File: src/rtl/trace_pkg.sv
package trace_pkg;
  typedef enum logic [1:0] {
    CAP_IDLE,
    CAP_FILL,
    CAP_SKIP
  } cap_state_e;
endpackage

File: src/rtl/trace_hdr_capture.sv
module trace_hdr_capture
  import trace_pkg::*;
#(
  parameter int HDR_W  = 128,
  parameter int WORD_W = 32
) (
  input  logic              clk,
  input  logic              rst_n,
  input  logic              beat_ok,
  input  logic              beat_sop,
  input  logic              beat_last,
  input  logic [WORD_W-1:0] beat_data,
  output logic [HDR_W-1:0]  win,
  output logic              win_full,
  output logic              pkt_short
);
  localparam int NBEAT = HDR_W / WORD_W;
  localparam int CW    = $clog2(NBEAT + 1);

  cap_state_e      st;
  logic [CW-1:0]   cnt;
  logic [CW-1:0]   next_cnt;
  logic            take;

  always_comb begin
    next_cnt = beat_sop ? CW'(1) : cnt + CW'(1);
    take     = beat_ok && (beat_sop || st == CAP_FILL);
  end

  always_ff @(posedge clk) begin
    if (!rst_n) begin
      st        <= CAP_IDLE;
      cnt       <= '0;
      win       <= '0;
      win_full  <= 1'b0;
      pkt_short <= 1'b0;
    end else begin
      win_full  <= 1'b0;
      pkt_short <= 1'b0;
      if (take) begin
        win <= (win << WORD_W) | HDR_W'(beat_data);
        cnt <= next_cnt;
        if (next_cnt == CW'(NBEAT)) begin
          win_full <= 1'b1;
          st       <= beat_last ? CAP_IDLE : CAP_SKIP;
        end else if (beat_last) begin
          pkt_short <= 1'b1;
          st        <= CAP_IDLE;
        end else begin
          st <= CAP_FILL;
        end
      end else if (beat_ok && st == CAP_SKIP && beat_last) begin
        st <= CAP_IDLE;
      end
    end
  end
endmodule

File: src/rtl/trace_masked_match.sv
module trace_masked_match #(
  parameter int HDR_W = 128
) (
  input  logic [HDR_W-1:0] win,
  input  logic [HDR_W-1:0] val,
  input  logic [HDR_W-1:0] mask,
  output logic             hit
);
  always_comb begin
    hit = (|mask) && (((win ^ val) & mask) == '0);
  end
endmodule

File: src/rtl/trace_sat_counter.sv
module trace_sat_counter #(
  parameter int CNT_W = 32
) (
  input  logic             clk,
  input  logic             rst_n,
  input  logic             inc,
  output logic [CNT_W-1:0] count
);
  always_ff @(posedge clk) begin
    if (!rst_n) begin
      count <= '0;
    end else if (inc && count != '1) begin
      count <= count + CNT_W'(1);
    end
  end
endmodule

File: src/rtl/trace_filter_port.sv
module trace_filter_port #(
  parameter int NUM_CMP = 4,
  parameter int HDR_W   = 128,
  parameter int WORD_W  = 32,
  parameter int CNT_W   = 32,
  parameter int PORT_W  = 4
) (
  input  logic                       clk,
  input  logic                       rst_n,
  input  logic                       hdr_valid,
  output logic                       hdr_ready,
  input  logic                       hdr_sop,
  input  logic                       hdr_last,
  input  logic [WORD_W-1:0]          hdr_data,
  input  logic [NUM_CMP*HDR_W-1:0]   cmp_value,
  input  logic [NUM_CMP*HDR_W-1:0]   cmp_mask,
  input  logic                       trace_enable,
  input  logic [PORT_W-1:0]          trace_port_sel,
  input  logic                       pw_enable,
  input  logic                       filter_enable,
  output logic                       res_valid,
  output logic [NUM_CMP-1:0]         match_vec,
  output logic                       trace_copy,
  output logic [PORT_W-1:0]          trace_port,
  output logic                       route_drop,
  output logic                       pw_req,
  output logic [NUM_CMP*CNT_W-1:0]   hit_count
);
  logic [HDR_W-1:0]   win;
  logic               win_full;
  logic               pkt_short;
  logic [NUM_CMP-1:0] hits;
  logic [NUM_CMP-1:0] outcome;
  logic               decide;
  logic               any_hit;

  always_ff @(posedge clk) begin
    if (!rst_n) hdr_ready <= 1'b0;
    else        hdr_ready <= 1'b1;
  end

  trace_hdr_capture #(.HDR_W(HDR_W), .WORD_W(WORD_W)) u_cap (
    .clk       (clk),
    .rst_n     (rst_n),
    .beat_ok   (hdr_valid && hdr_ready),
    .beat_sop  (hdr_sop),
    .beat_last (hdr_last),
    .beat_data (hdr_data),
    .win       (win),
    .win_full  (win_full),
    .pkt_short (pkt_short)
  );

  for (genvar i = 0; i < NUM_CMP; i++) begin : g_cmp
    trace_masked_match #(.HDR_W(HDR_W)) u_match (
      .win  (win),
      .val  (cmp_value[i*HDR_W +: HDR_W]),
      .mask (cmp_mask[i*HDR_W +: HDR_W]),
      .hit  (hits[i])
    );
    trace_sat_counter #(.CNT_W(CNT_W)) u_cnt (
      .clk   (clk),
      .rst_n (rst_n),
      .inc   (win_full && hits[i]),
      .count (hit_count[i*CNT_W +: CNT_W])
    );
  end

  always_comb begin
    decide  = win_full || pkt_short;
    outcome = win_full ? hits : '0;
    any_hit = |outcome;
  end

  always_ff @(posedge clk) begin
    if (!rst_n) begin
      res_valid  <= 1'b0;
      match_vec  <= '0;
      trace_copy <= 1'b0;
      route_drop <= 1'b0;
      pw_req     <= 1'b0;
    end else begin
      res_valid <= decide;
      pw_req    <= decide && any_hit && trace_enable && pw_enable;
      if (decide) begin
        match_vec  <= outcome;
        trace_copy <= trace_enable && any_hit;
        route_drop <= filter_enable && !any_hit;
      end
    end
  end

  always_ff @(posedge clk) begin
    if (!rst_n)             trace_port <= '0;
    else if (!trace_enable) trace_port <= trace_port_sel;
  end
endmodule

File: config.mk
export PLATFORM = sky130hd
export DESIGN_NAME = trace_filter_port
export DESIGN_NICKNAME = d
export VERILOG_FILES = /design/src/rtl/trace_pkg.sv /design/src/rtl/trace_hdr_capture.sv /design/src/rtl/trace_masked_match.sv /design/src/rtl/trace_sat_counter.sv /design/src/rtl/trace_filter_port.sv
export SDC_FILE = /design/constraint.sdc
export NUM_CORES = 1
export LEC_CHECK = 0
export BUFFER_PORTS_ARGS = -buffer_cell sky130_fd_sc_hd__clkbuf_2
export CAP_MARGIN = 30
export CORE_AREA = 8 8 470 472
export DETAILED_ROUTE_END_ITERATION = 10
export DIE_AREA = 0 0 478 480
export GPL_TIMING_DRIVEN = 0
export HOLD_SLACK_MARGIN = 0.12
export PLACE_DENSITY = 0.32
export SLEW_MARGIN = 20
export SYNTH_ARGS = -nofsm -noshare
export SYNTH_HDL_FRONTEND = slang
export SYNTH_SLANG_ARGS = --single-unit
File: constraint.sdc
create_clock -name clk -period 2.9 [get_ports clk]
set_input_delay 0.435 -clock clk [delete_from_list [all_inputs] [get_ports clk]]
set_output_delay 0.435 -clock clk [all_outputs]
set_load 0.03 [all_outputs]
* Word level (Yosys, flattened, before mapping)
Index checks and enable logic that the tools add are counted.
** Operators by class
- Mux-type cells :: 10
- $add $sub $neg :: 5
- Equal/unequal tests :: 7
- Reduce and logical (&&, ||, !) cells :: 36
- Bitwise operators :: 11
** Operators by type and width (number)
- bitwise AND 128 bit :: 4
- logical NOT 128 bit :: 4
- OR reduction 128 bit :: 4
- XOR 128 bit :: 4
- adder 32 x 1 -> 32 bit, second input constant :: 4
- != test 32 bit, second input constant :: 4
- OR 128 x 32 -> 128 bit :: 1
- logical AND 1 bit :: 21
- two-way mux 2 bit :: 4
- two-way mux 1 bit :: 4
- two-way mux 4 bit :: 1
- OR reduction 4 bit :: 1
- adder 3 x 1 -> 3 bit, second input constant :: 1
- == test 3 bit, second input constant :: 1
- two-way mux 3 bit :: 1
- OR reduction 3 bit :: 1
- == test 2 x 1 -> 1 bit, second input constant :: 1
- == test 2 bit, second input constant :: 1
- logical OR 1 bit :: 2
- NOT 1 bit :: 2
- AND reduction 2 bit :: 1
- nonzero test 2 bit :: 1
- logical NOT 1 bit :: 1
** Word-level totals
- Register bits after elaboration :: 276
- Output and inout port bits :: 141
- Input bits :: 1068

* Depth between registers and ports, before layout
Gate-level depths: netlist of the first run.
- Depth after elaboration :: 9
- Mapped depth :: 11

* Modules after synthesis
A second synthesis of the first run with hierarchy kept.
** Second synthesis, totals
- Cell total of the unflattened synthesis :: 2315
- Area, all modules :: 20613.5 µm²
** Modules (own cells, without submodules)
- trace_masked_match :: cells each 245, instances 4, area each 2073.2 µm²
- trace_sat_counter :: cells each 200, instances 4, area each 1704.1 µm²
- trace_hdr_capture :: cells each 487, instances 1, area each 4996.0 µm²
- trace_filter_port :: cells each 48, instances 1, area each 508.0 µm²

* Least setup slack after synthesis of the first run
OpenSTA, ideal clock, no wires.
- Path kind :: in2reg
- Start :: input cmp_value[320]
- End :: register g_cmp[2].u_cnt.count[1]
- Setup slack :: 0.277 ns
- Arrival time :: 2.495 ns
- Stages on the path :: 9
- Buffers on the path :: 1
- Data required time :: 2.772 ns
- Setup time :: 0.128 ns
- Path through :: xor2_1 -> a22oi_1 -> nand4_1 -> or3_1 -> or4_4 -> nor4b_4 -> buf_6 -> mux2i_1 -> nor2_1
** On the way
- Longest elaborated chain between the ends :: 6
** RTL lines
- start, declared :: line trace_filter_port.sv:15 : input logic [NUM_CMP*HDR_W-1:0] cmp_value,
- XOR 128 bit :: line trace_masked_match.sv:10 : hit = (|mask) && (((win ^ val) & mask) == '0);
- bitwise AND 128 bit :: line trace_masked_match.sv:10
- logical NOT 128 bit :: line trace_masked_match.sv:10
- logical AND 1 bit :: line trace_masked_match.sv:10
- logical AND 1 bit :: line trace_filter_port.sv:64 : .inc (win_full && hits[i]),
- logical AND 1 bit :: line trace_sat_counter.sv:12 : end else if (inc && count != '1) begin
- end signal, assigned :: line trace_sat_counter.sv:13 : count <= count + CNT_W'(1);
- end, declared :: line trace_sat_counter.sv:7 : output logic [CNT_W-1:0] count
No other way between the ends.
A chain may end at the register's enable or synchronous reset.

* Worst setup path after layout of the first run
- Start :: register u_cap.win[119]
- End :: register g_cmp[0].u_cnt.count[1]
** On the way
- Longest elaborated chain between the ends :: 6
** RTL lines
- start, declared :: line trace_hdr_capture.sv:13 : output logic [HDR_W-1:0] win,
- start signal, assigned :: line trace_hdr_capture.sv:41 : win <= (win << WORD_W) | HDR_W'(beat_data);
- XOR 128 bit :: line trace_masked_match.sv:10
- bitwise AND 128 bit :: line trace_masked_match.sv:10
- logical NOT 128 bit :: line trace_masked_match.sv:10
- logical AND 1 bit :: line trace_masked_match.sv:10
- logical AND 1 bit :: line trace_filter_port.sv:64
- logical AND 1 bit :: line trace_sat_counter.sv:12
- end signal, assigned :: line trace_sat_counter.sv:13
- end, declared :: line trace_sat_counter.sv:7
No other way between the ends.

==> results.md, run 1 <==
- Outcome: complete, but fails checks
- Failing checks: setup timing
- Final setup margin: -693 ps
- RSZ-0062 raised after global routing: yes
- Avg Cell Area, Syn: 7.80 µm²
- Num rows: 170
- Maximum clock path buffer count: 3
- Detail Placement HPWL: 297000 µm
- YS warnings: 0
- Die height: 480 µm
- Drt total wl: 333000 µm
- Core area: 213000 µm²
- Fill cell count: 24400
- Global Route Usage Sum: 27.5%
- CTS Buf Count: 44
- CP max FO: 5
- Multi-input logic area: 15200 µm²
- Port buffer count: 1207
- Reg clk slew, reported paths: 60 ps
- Asr flop ratio synth: 0%
- Largest net degree at the start of global routing: 14
- Vias per inst: 4.31
- RD Place Congestion: 0.988
- DRC viols: 0
- Max-cap violations: 0
- Lkg Pwr: 0.0165 µW
- Wire per inst: 47.5 µm
- Sequential fraction of the synthesis area: 26.9%
- Max stage delay on crit path: 560 ps
- Cell variety after synth: 56
- TritonRoute pass-1 iters: 5
- Required time of the critical path: 3410 ps
- Fin crit period: 3590 ps
- Vias in the first global route: 29300
- Initial antenna violation count: 222
- Class of the most critical setup path: flop to flop
- DIE AREA: 229000 µm²
- Critical Path AT: 4110 ps
- Worst-case vdd ir drop: 0.000365 V
- Worst-Skew Late Latency: 670 ps
- Most common cell after layout, fill and taps aside: clkbuf_2
- First-pass GRT wire length: 396000 µm
- CP startpoint kind: flop
- Pwr Total: 12500 µW
- Max-slew violations: 0
- Starting DRT DRC Count: 3432
- Initial Util: 9.62%
- CP Capture Type: flop
- Via count: 30200
- CTS HTree Levels: 2
- Clock sink count: 276
- Share of cells above drive strength 1: 44.7%
- Crit-path slowest cell: nand4_1
- Final hold vios: 0
- CTS tree: done
- Tcrit/Tclk final: 124%
- DRT antenna net count: 0
- FF+latch area: 5630 µm²
- Number of I/O pins: 1209
- Number of synthesized flops with an enable pin: 0
- Root buffer cell: clkbuf_16
- Total negative slack: -34680 ps
- Commonest non-fill, non-tap cells in the layout: clkbuf_2, xor2_1, nand2_1
- Most frequent CP cell: buf_6
- Slew headroom: 25.7%
- Fmax: 278 MHz
- Cells along the critical path: buf_16, xor2_2, a22oi_2, nand4_1, nor4_4, nand4_4, buf_4, buf_6, nor3_4, buf_6, buf_12, mux2i_1, nor2_1
- Top FF cell, synth: dfxtp_1
- Post-synth design cell area: 20500 µm²
- Clk_skew: 74.4 ps
- Fin nets: 5121
- DIE WIDTH: 478 µm
- Worst Tran Pin Value: 1100 ps
- HP Class: input pin to flop
- # setup viols final: 109
- GR Overflow Total: 0
- FF+latch count, synth: 276
- Area Overhead vs Synth: 78.3%
- Mapped Cells: 2634
- P per Cell Area: 342 nW/µm²
- Total nets after synthesis: 3707
==> stage by stage <==
step | setup WS [ps] | hold WS [ps] | instance area, µm² | utilization [%] | std cells
2_1_floorplan | 277 | 436 | 20500 | - | 2634
3_3_place_gp | -3230 | 447 | 30100 | 14.1 | 6679
5_1_grt | -609 | 184 | 36500 | 17.1 | 6952
6_report | -693 | 194 | 36600 | 17.2 | 7014
4_1_cts | -734 | 120 | 35600 | 16.7 | 6895
3_5_place_dp | -2280 | 453 | 31400 | 14.7 | 6735
==> path summary, 6_finish.rpt <==
kind,start,end,slack [ps],cells past startpoint
hold / removal,hdr_sop,u_cap.cnt[1],190,3
setup / recovery,u_cap.win[119],g_cmp[0].u_cnt.count[1],-690,13
setup reg to reg,u_cap.win[119],g_cmp[0].u_cnt.count[1],-690,13
hold reg to reg,route_drop,route_drop,460,2
==> registers in the layout, indices dropped and copies added, names as in the netlist <==
signal	cells
g_cmp.u_cnt.count	128
hdr_ready	1
match_vec	4
pw_req	1
res_valid	1
route_drop	1
trace_copy	1
trace_port	4
u_cap.cnt	3
u_cap.pkt_short	1
u_cap.st	2
u_cap.win	128
u_cap.win_full	1
==> layout make-up <==
class / instances / area share (%)
flip-flops and latches: 276 / 15.4
repair buffers: 1414 / 23.9
plain buffers: 175 / 4.37
clock buffers: 62 / 3.38
diodes: 96 / 0.656
multi-input cells: 2084 / 41.6
clock inverters: 16 / 0.550
inverters: 53 / 0.543
well taps: 2838 / 9.70
==> Yosys cell counts, types with 2 or more instances <==
cell type / count / area (µm²)
a211o_1: 3 / 26.3
a211oi_1: 3 / 22.5
a21boi_0: 6 / 45.0
a21o_1: 11 / 82.6
a21oi_1: 181 / 906
a222oi_1: 3 / 30.0
a22oi_1: 247 / 1850
a31o_2: 16 / 140
a31oi_1: 7 / 43.8
and2_1: 15 / 93.8
and3_1: 48 / 300
and3b_1: 2 / 17.5
and4_1: 25 / 219
buf_1: 3 / 11.3
buf_2: 46 / 230
buf_6: 7 / 78.8
clkbuf_1: 164 / 616
dfxtp_1: 276 / 5530
ha_1: 5 / 62.6
inv_1: 53 / 199
mux2i_1: 67 / 671
nand2_1: 366 / 1370
nand2b_1: 54 / 338
nand3_1: 65 / 325
nand3_2: 5 / 50.1
nand3b_1: 4 / 30.0
nand4_1: 134 / 838
nor2_1: 44 / 165
nor3_1: 32 / 160
nor3b_1: 4 / 30.0
nor4_1: 147 / 920
nor4_2: 5 / 62.6
nor4b_1: 3 / 26.3
o21a_1: 23 / 173
o21ai_0: 10 / 50.1
o31a_1: 2 / 17.5
o32ai_1: 2 / 17.5
or3_1: 9 / 56.3
or4_1: 3 / 22.5
xnor2_1: 6 / 52.6
xor2_1: 513 / 4490
==> critical path: cells and delay by family (launching register included) <==
kind / cells / cell delay [ps]
compound gates: 1 / 550
xor+xnor: 1 / 150
buf+inv: 5 / 730
flops: 1 / 360
mux: 1 / 180
simple gates: 5 / 1440
==> metal layers <==
layer	vias up	wire length [µm]	global-route usage [%]
met5	-	872	0
met2	2036	151000	44.4
met3	634	34800	11.0
met1	15000	126000	31.2
li1	12400	-	-
met4	130	20600	14.5
==> logic make-up after synthesis <==
family | share of synthesized area (%)
muxes | 3.27
DFF | 26.9
AOI/OAI and AO/OA | 16.9
xor gates and xnor gates | 22.1
buffers and inverters | 5.56
adders and majority gates | 0.305
and+or+nand+nor | 24.9
==> what timing repair did <==
action / in CTS / in global routing
gates cloned: 9 / 3
hold buffers: 37 / 0
endpoints found under the hold margin: 39 / 0
resized for setup: 441 / 139
pin swaps: 102 / 78
buffers inserted: 74 / 34
setup endpoints to repair: 135 / 120
==> report_power, final <==
group / internal [µW] / leakage, µW / switching [µW]
combinational: 1040 / 0.0136 / 2140
sequential: 3800 / 0.00226 / 36.5
clock: 3180 / 0.000691 / 2340
(Power assumes the default switching activity.)
==> run 2, diff against run 1 <==
CELL_PAD_IN_SITES_DETAIL_PLACEMENT = 0   (was not set)
CELL_PAD_IN_SITES_GLOBAL_PLACEMENT = 1   (was not set)
CORE_AREA = 8 8 468 470   (was 8 8 470 472)
DIE_AREA = 0 0 476 478   (was 0 0 478 480)
PLACE_DENSITY = 0.38   (was 0.32)
RECOVER_POWER = 25   (was not set)
SYNTH_HIERARCHICAL = 1   (was not set)
==> run 2 against run 1 <==
Against the previous run: utilization down 0.14 points; the run still ends with setup timing left; first-iteration DRC count down 36%; critical endpoint is now g_cmp[3].u_cnt/count[31]; total power down 7.1%; register-to-register slack worse by 770 ps; sequential power up 2%; highest routed layer unchanged; maximum frequency down 18%; via count down 6.9%; sequential share of layout area up 0.88 points; sequential cell count unchanged; critical path type unchanged.
==> results.md, run 2 <==
- P per Cell Area: 324 nW/µm²
- Most frequent cell after synthesis: xor2_1
- Fill cell count: 24200
- Cell variety after synth: 57
- Largest net degree at the start of global routing: 16
- Number of I/O pins: 1209
- Top FF cell, synth: dfxtp_1
- Die height: 478 µm
- YS warnings: 6
- Outcome: complete, but fails checks
- CP max FO: 3
- Detail Placement HPWL: 270000 µm
- Via count: 28100
- TritonRoute pass-1 iters: 6
- CP startpoint kind: flop
- RD Place Congestion: 0.988
- Class of the most critical setup path: flop to flop
- Max-slew violations: 0
- Initial Util: 9.76%
- Share of cells above drive strength 1: 46.7%
- Crit-path slowest cell: or4_4
- CP Capture Type: flop
- Fin nets: 4843
- Cell taking the most area after synthesis: dfxtp_1
- DIE WIDTH: 476 µm
- Number of synthesized flops with an enable pin: 0
- RSZ-0062 raised after global routing: yes
- Vias in the first global route: 28500
- Cells along the critical path: xor2_4, a22o_4, a221oi_4, nand4_1, or4_4, nor4_4, buf_6, and2_4, nand4_1, or4_4, or3_4, or4_4, a21oi_2
- Clk_skew: 26.6 ps
- Global Route Usage Sum: 25.1%
- Fin crit period: 4370 ps
- Tcrit/Tclk final: 151%
- Failing checks: setup timing
- DP Worst Slack: -2810 ps
- Most instantiated cells after synthesis: xor2_1, dfxtp_1, nand2_1
- Sequential fraction of the synthesis area: 26.8%
- Reg clk slew, reported paths: 60 ps
- DRT antenna net count: 0
- Drt total wl: 301000 µm
- Final hold vios: 0
- CTS Buf Count: 38
- Area Overhead vs Synth: 74.5%
- Share of the synthesized area in the top cell type: 26.8%
- GR Overflow Total: 0
- Core area: 211000 µm²
- Max stage delay on crit path: 580 ps
- Worst-case vdd ir drop: 0.000240 V
- Worst Tran Pin Value: 915 ps
- Most common cell after layout, fill and taps aside: clkbuf_2
- Clock sink count: 276
- Fmax: 229 MHz
- Vias per inst: 4.22
- HP Class: input pin to flop
- Critical Path AT: 4880 ps
- Root buffer cell: clkbuf_16
- # setup viols final: 135
- FF+latch count, synth: 276
- Max-cap violations: 0
- Asr flop ratio synth: 0%
- CTS HTree Levels: 2
- Initial antenna violation count: 203
- Total nets after synthesis: 3388
- Slew headroom: 38.5%
- Lkg Pwr: 0.0152 µW
- FF+latch area: 5850 µm²
- CTS tree: done
- Fin Hold WS: 170 ps
- Starting DRT DRC Count: 2189
- Maximum clock path buffer count: 3
- Final setup margin: -1470 ps
- Most frequent CP cell: or4_4
- Avg Cell Area, Syn: 8.90 µm²
- Pwr Total: 11600 µW
- Required time of the critical path: 3410 ps
- Wire per inst: 45.2 µm
- Synth area leaders: dfxtp_1, xor2_1, mux2i_1, a22o_1, nor4_1
- DRC viols: 0
- Commonest non-fill, non-tap cells in the layout: clkbuf_2, xor2_1, nand2_1
- Port buffer count: 1207
- Worst-Skew Late Latency: 570 ps
- Num rows: 169
- DIE AREA: 228000 µm²
- Mapped Cells: 2315
- Post-synth design cell area: 20600 µm²
- Multi-input logic area: 16200 µm²
- Largest regs: g_cmp.u_cnt/count: 128 flops, u_cap/win: 128 flops
- First-pass GRT wire length: 363000 µm
## run 2: changes by cell type after synthesis, sizes merged, moves of 38 or more
cell | before | now
a221oi | 1 | 128
o31ai | 1 | 44
clkbuf | 164 | 54
a22o | 1 | 128
nand2 | 366 | 228
a22oi | 247 | 0
mux2i | 67 | 161
a21oi | 181 | 60
inv | 53 | 15
or4 | 4 | 56
## run 2: per-layer routing
metal	global-route usage (%)	share of wire (%)
met1	28.7	39
met2	44.7	49
met3	6.08	6.3
met4	9.97	5.2
met5	0	0.16
## run 2: cells by family after synthesis
family	after synthesis	share of synthesized area [%]
adders and majority gates	5	0.303
DFF	276	26.8
and+or+nand+nor	788	21.5
AOI/OAI and AO/OA	451	18.5
muxes	162	7.89
xor gates and xnor gates	533	22.6
buffers and inverters	100	2.32
## run 2: layout make-up
class,instances,area share [%]
clock inverter,8,0.282
sequential,276,16.3
clock buffer,57,3.07
multi-input combinational,1939,45.1
antenna,52,0.362
buffer,84,1.34
inverter,15,0.157
tap,2821,9.81
timing repair buffer,1416,23.6
## run 2: final timing paths
path	from	end	slack, ps	cells after the start
setup / recovery	u_cap/win[79]	g_cmp[3].u_cnt/count[31]	-1470	13
hold / removal	hdr_data[31]	u_cap/win[31]	170	3
setup reg to reg	u_cap/win[79]	g_cmp[3].u_cnt/count[31]	-1470	13
hold reg to reg	trace_copy	trace_copy	470	2
## run 2: repair_timing
action	in CTS	in global routing
endpoints found under the setup margin	135	135
resized for setup	337	143
endpoints found under the hold margin	26	0
pin swaps	115	93
hold buffers	26	0
buffers inserted	97	49
cloned	1	0
## run 2: metrics by stage
stage / setup TNS, ps / util, % / std cells / instance area, µm²
after detailed placement: -254490 / 14.8 / 6398 / 31300
after CTS: -141720 / 16.6 / 6583 / 35100
after global routing: -144300 / 17.0 / 6642 / 35900
after global placement: -390360 / 14.3 / 6343 / 30300
final: -137850 / 17.0 / 6668 / 36000
after floorplan: -11350 / - / 2315 / 20700
## run 2: power by group
group / leakage (µW) / internal (µW) / switching [µW]
sequential: 0.00231 / 3770 / 160
combinational: 0.0123 / 1120 / 1850
clock: 0.000591 / 2800 / 1950
total: 0.0152 / 7680 / 3960
## run 2: worst max-delay path, delay by kind of cell (launching register included)
family / cells / cell delay [ps]
AO/OA/AOI/OAI: 3 / 930
XOR/XNOR: 1 / 260
flip-flops: 1 / 400
AND/OR/NAND/NOR: 8 / 2480
buffers and inverters: 1 / 170
==> run 3, diff against run 2 <==
MAX_ROUTING_LAYER = met4   (was not set)
==> run 3 against run 2 <==
Against the previous run: the flow still finishes with violations (setup timing); global-route usage increased by 0.82 points; clock-buffer cell count up 2; worst setup slack worse by 10 ps; cell count is 0.97% higher; die area did not move; non-clock buffer count increased by 28; sequential power is essentially flat; worst hold slack got worse by 2.7 ps; first-iteration DRC count decreased by 0.32%; cell area is 1.6% higher; routed wire length is 0.28% higher; critical path type unchanged; critical endpoint unchanged; largest cell class unchanged; highest routed layer is now met4.
==> results.md, run 3 (synthesis gave the netlist of run 2 again) <==
- Vias in the first global route: 28900
- Tcrit/Tclk final: 151%
- Starting DRT DRC Count: 2182
- Port buffer count: 1207
- First-pass GRT wire length: 364000 µm
- Clock Power Share: 41.8%
- Detail Placement HPWL: 270000 µm
- P per Cell Area: 325 nW/µm²
- RD Place Congestion: 1.02
- Fin nets: 4873
- CP Capture Type: flop
- Initial Util: 9.76%
- CP max FO: 5
- Final setup margin: -1480 ps
- Share of cells above drive strength 1: 47.8%
- Core area: 211000 µm²
- Max-slew violations: 0
- Sequential share of power: 33.0%
- Area Overhead vs Synth: 77.3%
- Slew headroom: 28.8%
- Buf/Inv on CP: 1
- Number of I/O pins: 1209
- Clk_skew: 28.1 ps
- Crit-path slowest cell: or4_4
- DRT antenna net count: 0
- Gate power share: 25.1%
- Commonest non-fill, non-tap cells in the layout: clkbuf_2, xor2_1, nand2_1
- DIE WIDTH: 476 µm
- Pwr Total: 11900 µW
- DIE AREA: 228000 µm²
- P_sw: 4050 µW
- Clock sink count: 276
- Worst Tran Pin Value: 1060 ps
- CTS Buf Count: 40
- Maximum clock path buffer count: 3
- TritonRoute pass-1 iters: 7
- Global Route Usage Sum: 25.9%
- Final hold vios: 0
- CP startpoint kind: flop
- Max-cap violations: 0
- Drt total wl: 302000 µm
- Net Sw Frac: 34.1%
- Initial antenna violation count: 205
- Most frequent CP cell: or4_4
- Vias per inst: 4.21
- Lkg Pwr: 0.0154 µW
- Wire per inst: 44.9 µm
- Worst-case vdd ir drop: 0.000322 V
- DRC viols: 0
- Max stage delay on crit path: 570 ps
- Largest regs: g_cmp.u_cnt/count: 128 flops, u_cap/win: 128 flops
- Fin Hold WS: 167 ps
- Failing checks: setup timing
- Cells along the critical path: xor2_1, a22o_1, a221oi_2, nand4_1, or4_4, nor4_4, buf_6, and2_4, nand4_1, or4_4, or3_4, or4_4, a21oi_2
- Critical Path AT: 4900 ps
- Root buffer cell: clkbuf_16
- HP Class: input pin to flop
- Fin crit period: 4380 ps
- CTS tree: done
- GR Overflow Total: 0
- Required time of the critical path: 3420 ps
- Most common cell after layout, fill and taps aside: clkbuf_2
- Class of the most critical setup path: flop to flop
- # setup viols final: 135
- Largest net degree at the start of global routing: 16
- Reg clk slew, reported paths: 60 ps
- RSZ-0062 raised after global routing: yes
- Int Power: 7820 µW
- Worst-Skew Late Latency: 590 ps
- Num rows: 169
- Via count: 28300
- Delay-heaviest family, CP: simple AND/OR/NAND/NOR gates
- Fill cell count: 24100
- Fmax: 228 MHz
- Outcome: complete, but fails checks
- Die height: 478 µm
- CTS HTree Levels: 2
[run 3: cell type report]
class,instances,area (µm²),area share (%)
buffer,83,458,1.25
clock buffer,59,1190,3.27
tap,2821,3530,9.66
inverter,15,56.3,0.154
antenna,84,210,0.575
timing repair buffer,1445,8760,24.0
sequential,276,5870,16.1
multi-input combinational,1939,16400,44.8
clock inverter,11,97.6,0.267
[run 3: worst reg2reg max path: cells and delay by family (launching register included)]
family | cells | cell delay (ps)
AOI/OAI and AO/OA | 3 | 840
xor gates and xnor gates | 1 | 330
buffers and inverters | 1 | 170
DFF | 1 | 470
and+or+nand+nor | 8 | 2510
[run 3: timing repair]
action	CTS	global route
pin swaps	114	98
endpoints found under the setup margin	135	135
buffers inserted	123	53
hold endpoints to repair	26	0
gates resized for setup	352	167
hold buffers	26	0
[run 3: layer usage]
metal  part of all wire, %  routed length (µm)  vias to the layer above  track usage (%)
met5                     0                   0                        -                -
met4                   5.4               16300                        0             10.3
met3                   5.5               16600                      436             5.18
met2                    49              149000                     1583             45.0
met1                    40              120000                    14300             29.2
li1                      -                   -                    12100                -
[run 3: power groups by stage]
stage / Combinational (µW) / Clock, µW / Sequential [µW]
floorplan: 788 / 0 / 3950
global placement: 2700 / 0 / 4120
detailed placement: 2770 / 0 / 4090
CTS: 2950 / 5100 / 3930
global route: 3050 / 5260 / 3910
finish: 2980 / 4960 / 3920
[run 3: worst paths after layout]
kind / start / endpoint / slack (ps) / cells after the start
worst min-delay path: hdr_data[21] / u_cap/win[21] / 170 / 3
worst min register to register: u_cap/cnt[1] / u_cap/cnt[1] / 470 / 2
worst max register to register: u_cap/win[92] / g_cmp[3].u_cnt/count[31] / -1480 / 13
worst max-delay path: u_cap/win[92] / g_cmp[3].u_cnt/count[31] / -1480 / 13
[run 3: stage by stage]
stage                     utilization (%)  cell area [µm²]  setup TNS, ps  instances  setup WS (ps)
after global routing                 17.3            36500        -145380       6725          -1520
final                                17.3            36500        -137190       6733          -1480
after detailed placement             14.8            31300        -246660       6395          -2700
after CTS                            16.8            35400        -131460       6611          -1560
after floorplan                         -            20700         -11350       2315           -683
after global placement               14.3            30300        -388780       6343          -3870
